--- config.mk ---
export PLATFORM = sky130hd
export DESIGN_NAME = wpc_top
export DESIGN_NICKNAME = d
export VERILOG_FILES = /design/src/rtl/wpc_pkg.sv /design/src/rtl/wpc_store.sv /design/src/rtl/wpc_policy.sv /design/src/rtl/wpc_top.sv
export SDC_FILE = /design/constraint.sdc
export NUM_CORES = 1
export LEC_CHECK = 0
export BUFFER_PORTS_ARGS = -buffer_cell sky130_fd_sc_hd__buf_2
export CORE_UTILIZATION = 50
export DETAILED_ROUTE_END_ITERATION = 10
export HOLD_SLACK_MARGIN = 0.03
export PLACE_DENSITY = 0.76
export SYNTH_ARGS = -nofsm -noshare
export SYNTH_HDL_FRONTEND = slang
export SYNTH_SLANG_ARGS = --single-unit
--- constraint.sdc ---
create_clock -name clk -period 2.6 [get_ports clk]
set_input_delay 0.26 -clock clk [delete_from_list [all_inputs] [get_ports clk]]
set_output_delay 0.26 -clock clk [all_outputs]
set_load 0.005 [all_outputs]
--- src/rtl/wpc_pkg.sv ---
package wpc_pkg;

    typedef enum logic {
        LK_FIRST  = 1'b0,
        LK_SECOND = 1'b1
    } lk_state_e;

    typedef logic way_t;

    function automatic way_t other_way(input way_t w);
        return ~w;
    endfunction

endpackage

--- src/rtl/wpc_store.sv ---
module wpc_store #(
    parameter int SETS   = 4,
    parameter int IDX_W  = 2,
    parameter int TAG_W  = 4,
    parameter int DATA_W = 16
) (
    input  logic              clk,
    input  logic              rst,
    input  logic [IDX_W-1:0]  rd_idx,
    input  logic              rd_way,
    output logic              rd_valid,
    output logic [TAG_W-1:0]  rd_tag,
    output logic [DATA_W-1:0] rd_data,
    input  logic              wr_en,
    input  logic              wr_way,
    input  logic [IDX_W-1:0]  wr_idx,
    input  logic [TAG_W-1:0]  wr_tag,
    input  logic [DATA_W-1:0] wr_data
);
    localparam int WAYS = 2;

    logic              way_vld [WAYS];
    logic [TAG_W-1:0]  way_tag [WAYS];
    logic [DATA_W-1:0] way_dat [WAYS];

    for (genvar w = 0; w < WAYS; w++) begin : g_way
        logic [SETS-1:0]   vld_q;
        logic [TAG_W-1:0]  tag_q [SETS];
        logic [DATA_W-1:0] dat_q [SETS];

        always_ff @(posedge clk) begin
            if (rst) begin
                vld_q <= '0;
            end else if (wr_en && (wr_way == 1'(w))) begin
                vld_q[wr_idx] <= 1'b1;
                tag_q[wr_idx] <= wr_tag;
                dat_q[wr_idx] <= wr_data;
            end
        end

        assign way_vld[w] = vld_q[rd_idx];
        assign way_tag[w] = tag_q[rd_idx];
        assign way_dat[w] = dat_q[rd_idx];
    end

    // Single read port: the way is chosen before any tag comparison.
    assign rd_valid = way_vld[rd_way];
    assign rd_tag   = way_tag[rd_way];
    assign rd_data  = way_dat[rd_way];

endmodule

--- src/rtl/wpc_policy.sv ---
module wpc_policy #(
    parameter int SETS  = 4,
    parameter int IDX_W = 2
) (
    input  logic             clk,
    input  logic             rst,
    input  logic [IDX_W-1:0] rd_idx,
    output logic             pred_way,
    input  logic             hit_en,
    input  logic [IDX_W-1:0] hit_idx,
    input  logic             hit_way,
    input  logic             retrain,
    input  logic             fill_en,
    input  logic [IDX_W-1:0] fill_idx,
    output logic             victim_way
);
    logic [SETS-1:0] pred_q;
    logic [SETS-1:0] lru_q;   // names the way to replace next

    assign pred_way   = pred_q[rd_idx];
    assign victim_way = lru_q[fill_idx];

    always_ff @(posedge clk) begin
        if (rst) begin
            pred_q <= '0;
            lru_q  <= '0;
        end else begin
            if (hit_en) begin
                lru_q[hit_idx] <= ~hit_way;
                if (retrain) pred_q[hit_idx] <= hit_way;
            end
            // A fill on the same set takes precedence.
            if (fill_en) begin
                lru_q[fill_idx]  <= ~victim_way;
                pred_q[fill_idx] <= victim_way;
            end
        end
    end

endmodule

--- src/rtl/wpc_top.sv ---
module wpc_top
    import wpc_pkg::*;
#(
    parameter int ADDR_W = 6,
    parameter int IDX_W  = 2,
    parameter int DATA_W = 16
) (
    input  logic              clk,
    input  logic              rst,
    input  logic              req_valid,
    input  logic [ADDR_W-1:0] req_addr,
    output logic              req_ready,
    output logic              rsp_valid,
    output logic [DATA_W-1:0] rsp_data,
    output logic              rsp_hit,
    output logic              rsp_slow,
    input  logic              fill_valid,
    input  logic [ADDR_W-1:0] fill_addr,
    input  logic [DATA_W-1:0] fill_data
);
    localparam int SETS  = 1 << IDX_W;
    localparam int TAG_W = ADDR_W - IDX_W;

    lk_state_e         state_q;
    logic [IDX_W-1:0]  idx_q;
    logic [TAG_W-1:0]  tag_q;
    way_t              way_q;

    logic [IDX_W-1:0]  req_idx, look_idx;
    logic [TAG_W-1:0]  req_tag, look_tag, rd_tag;
    way_t              pred_way, look_way, victim_way;
    logic              rd_valid, match, accept, second;
    logic [DATA_W-1:0] rd_data;

    logic              rsp_valid_q, rsp_hit_q, rsp_slow_q;
    logic [DATA_W-1:0] rsp_data_q;

    assign req_idx   = req_addr[IDX_W-1:0];
    assign req_tag   = req_addr[ADDR_W-1:IDX_W];
    assign second    = (state_q == LK_SECOND);
    assign req_ready = !second && !fill_valid;
    assign accept    = req_valid && req_ready;

    assign look_idx  = second ? idx_q : req_idx;
    assign look_tag  = second ? tag_q : req_tag;
    assign look_way  = second ? way_q : pred_way;
    assign match     = rd_valid && (rd_tag == look_tag);

    wpc_store #(
        .SETS(SETS), .IDX_W(IDX_W), .TAG_W(TAG_W), .DATA_W(DATA_W)
    ) u_store (
        .clk      (clk),
        .rst      (rst),
        .rd_idx   (look_idx),
        .rd_way   (look_way),
        .rd_valid (rd_valid),
        .rd_tag   (rd_tag),
        .rd_data  (rd_data),
        .wr_en    (fill_valid),
        .wr_way   (victim_way),
        .wr_idx   (fill_addr[IDX_W-1:0]),
        .wr_tag   (fill_addr[ADDR_W-1:IDX_W]),
        .wr_data  (fill_data)
    );

    wpc_policy #(
        .SETS(SETS), .IDX_W(IDX_W)
    ) u_policy (
        .clk        (clk),
        .rst        (rst),
        .rd_idx     (req_idx),
        .pred_way   (pred_way),
        .hit_en     (match && (accept || second)),
        .hit_idx    (look_idx),
        .hit_way    (look_way),
        .retrain    (second),
        .fill_en    (fill_valid),
        .fill_idx   (fill_addr[IDX_W-1:0]),
        .victim_way (victim_way)
    );

    always_ff @(posedge clk) begin
        if (rst) begin
            state_q     <= LK_FIRST;
            rsp_valid_q <= 1'b0;
            rsp_hit_q   <= 1'b0;
            rsp_slow_q  <= 1'b0;
            rsp_data_q  <= '0;
            idx_q       <= '0;
            tag_q       <= '0;
            way_q       <= 1'b0;
        end else begin
            rsp_valid_q <= 1'b0;
            if (second) begin
                rsp_valid_q <= 1'b1;
                rsp_hit_q   <= match;
                rsp_slow_q  <= 1'b1;
                rsp_data_q  <= match ? rd_data : '0;
                state_q     <= LK_FIRST;
            end else if (accept) begin
                if (match) begin
                    rsp_valid_q <= 1'b1;
                    rsp_hit_q   <= 1'b1;
                    rsp_slow_q  <= 1'b0;
                    rsp_data_q  <= rd_data;
                end else begin
                    state_q <= LK_SECOND;
                    idx_q   <= req_idx;
                    tag_q   <= req_tag;
                    way_q   <= other_way(pred_way);
                end
            end
        end
    end

    assign rsp_valid = rsp_valid_q;
    assign rsp_hit   = rsp_hit_q;
    assign rsp_slow  = rsp_slow_q;
    assign rsp_data  = rsp_data_q;

endmodule

==> out/results.ini <==
[synth]
syn_inst=476
ys_ff_latch=203
synth_compound_area_share_pct=3.74
synth_adder_area_share_pct=0
yosys.area_share.simple_pct=6.25
synth_xor_area_share_pct=0.631
async_reset_ff_share_pct=0
synth_top_family_by_area=multiplexers
ys_warn_count=0
syn_area_per_cell_um2=17.1
synthFlopType=edfxtp_1
seq_area_frac_synth_pct=69.7
syn_nets=508
synth.distinct_cells=47
synth_edf_count=160
synth_mux_area_share_pct=17.2
netlist_area_um2=8130

[die]
rows=46
initial_utilization_pct=51.2
core_area_um2=15900
io_pins=52
die-area_um2=16800
fp.dieH_um=130
dieWidth_um=130

[detailed_routing]
vias_per_cell=5.80
vias=4660
routed_wirelength_um=17400
avgRoutedWirePerCell_um=21.7
drt_first_pass_iters=5
drtIter0Drc=402
drtAntennaViolNets=0
post-route-drc-count=0

[timing]
tightest_slew_ps=870
fin_crit_sh_pct=106
drv_slew=0
fin_skew_ps=9.00
fin_ws_ps=-152
setup-violations-final=29
finalCriticalPeriod_ps=2750
hold_viol=0
maxSlewHeadroom_pct=41.8
fmax_mhz=363
rsz0062_at_grt=yes
tns_ps=-2130

[status]
status=complete, but fails checks
violations=setup timing

[worst_setup_path]
path_buf_inv=5
critical_path_class=flop to flop
reg2reg_depth=11
crit_arrival_ps=3120
slowest_delay_ps=540
end_kind=flop
worst-path-stages=11
path_delay_family=multiplexers
worstPathMaxFanout=14
crit-reg2reg-launch=second$_SDFF_PP0_
crit_path_start_kind=flop
cp.required_ps=2960
startpoint=second$_SDFF_PP0_
slowest_stage=mux4_2
path_cells=buf_6 > mux2i_4 > buf_12 > mux4_2 > o32ai_4 > nand4_4 > buf_4 > buf_12 > buf_4 > nand3_1 > a21oi_1

[clock_tree]
clock_sinks=203
clockBufferDepth=3
numCtsBuffers=21
cts_root_buf=clkbuf_16
clkTransAtPathRegs_ps=60
htree_levels=1
cts_tree=built
clk-insertion-delay-late_ps=500

[layout]
fin_util_pct=61.9
drive_above_1_share_pct=37.8
num_antenna_cells=0
syn2layout_area_growth_pct=21.0
layout_common_cells=160 x edfxtp_1, 51 x buf_2, 42 x mux4_2, 42 x dfxtp_1, 38 x buf_4
final_common_cell=edfxtp_1
fin_nets=607

[power]
clkPwrFrac_pct=40.4
intPower_mw=5.42
p_leak_nw=3.39
vdd_ir_drop_max_v=0.000517
p_switching_mw=1.47
p_per_area_nw_per_um2=700
p_sw_share_pct=21.3
power_frac_seq_pct=51.8
p_comb_share_pct=7.8

[flow_run]
drv_cap=0

[global_routing]
track_usage_pct=21.7
grt_pass1_vias=4775
gr-total-overflow=0
grt_max_degree=30
grt_pass1_wl_um=27000
antenna_found_initial=2

[place]
gp_congestion=0.906
dp_slack_ps=-183
io_buffers=51
dpl.hpwl_um=10900

[worst_hold_path]
hold_depth=3
hold_class=primary input to flop
hold_start=req_addr[4]

logic make-up (layout without fill, tap and decap cells):
| kind of cell | Yosys count | after routing |
|---|---|---|
| AOI/OAI and AO/OA | 44 | 44 |
| and+or+nand+nor | 98 | 98 |
| DFF | 203 | 203 |
| xor gates and xnor gates | 5 | 5 |
| buffers and inverters | 43 | 155 |
| muxes | 83 | 83 |
path summary, 6_finish.rpt:
path                                            endpoint  slack, ps
hold / removal                     tag_q[2]$_SDFFE_PP0P_         30
hold reg to reg   u_store.g_way[1].vld_q[3]$_SDFFE_PP0P_        450
setup reg to reg                rsp_data[0]$_SDFFE_PP0P_       -150
setup / recovery                rsp_data[0]$_SDFFE_PP0P_       -150
routing by layer:
metal	global-route usage, %	vias to the layer above	share of wire (%)
met5	0	-	0.057
met4	5.47	2	2.1
met3	3.88	41	5.2
met2	36.8	186	51
met1	29.2	2363	42
li1	-	2068	-
cell type report:
type / instances / area, um2
multi-input cells: 230 / 2390
inverters: 10 / 37.5
repair buffers: 109 / 843
well taps: 216 / 270
clock buffers: 29 / 566
flip-flops and latches: 203 / 5670
fillers: 1115 / 6050
clock inverters: 7 / 60.1
registers in the layout, summed over array words and instances, names as in the netlist:
name                 flops
rsp_slow                 1
rsp_hit                  1
tag_q                    4
u_policy.pred_q          4
second                   1
way_q                    1
rsp_data                16
u_store.g_way.vld_q      8
u_policy.lru_q           4
u_store.g_way.tag_q     32
u_store.g_way.dat_q    128
rsp_valid                1
idx_q                    2
metrics by stage:
step                      cells  hold slack [ps]  total power, mW  area [um2]
final                       804             34.5             6.88        9840
after global routing        804             32.2             7.08        9840
after CTS                   803             30.5             6.92        9800
after detailed placement    755              447             4.13        8990
after global placement      755              444             4.11        8990
after floorplan             476              359             3.95        8200
power by group through the flow:
stage | clock network [mW] | logic [mW] | registers (mW)
6_report | 2.78 | 0.538 | 3.56
5_1_grt | 2.93 | 0.577 | 3.57
3_3_place_gp | 0 | 0.483 | 3.63
4_1_cts | 2.82 | 0.537 | 3.56
2_1_floorplan | 0 | 0.320 | 3.63
3_5_place_dp | 0 | 0.497 | 3.63
worst register-to-register path: stages (launching register included):
cell and delay [ps]:
dfxtp_4 370, buf_6 110, mux2i_4 290, buf_12 170, mux4_2 540, o32ai_4 310, nand4_4 190, buf_4 190
buf_12 140, buf_4 160, nand3_1 90, a21oi_1 70
Yosys cell counts, drive strengths merged (3+ instances only):
cell / instances / area share (%)
buf: 18 / 1.3
mux2i: 24 / 3.3
dfxtp: 43 / 11
a311oi: 3 / 0.32
clkbuf: 15 / 0.69
nor3: 4 / 0.25
edfxtp: 160 / 59
mux4: 42 / 12
nand2: 6 / 0.28
a21oi: 23 / 1.4
nor2: 30 / 1.5
nand3b: 4 / 0.37
nand3: 37 / 2.3
xnor2: 3 / 0.42
nand4: 4 / 0.49
a31oi: 3 / 0.42
mux2: 17 / 2.4
o22ai: 4 / 0.31
inv: 10 / 0.46
what timing repair did:
item / 4_1_cts / 5_1_grt
gates resized for setup: 9 / 7
hold buffers: 7 / 0
endpoints found under the hold margin: 42 / 0
gates cloned: 1 / 0
endpoints found under the setup margin: 31 / 32
buffers inserted: 4 / 2
pin swaps: 1 / 2
(Power assumes the default switching activity.)
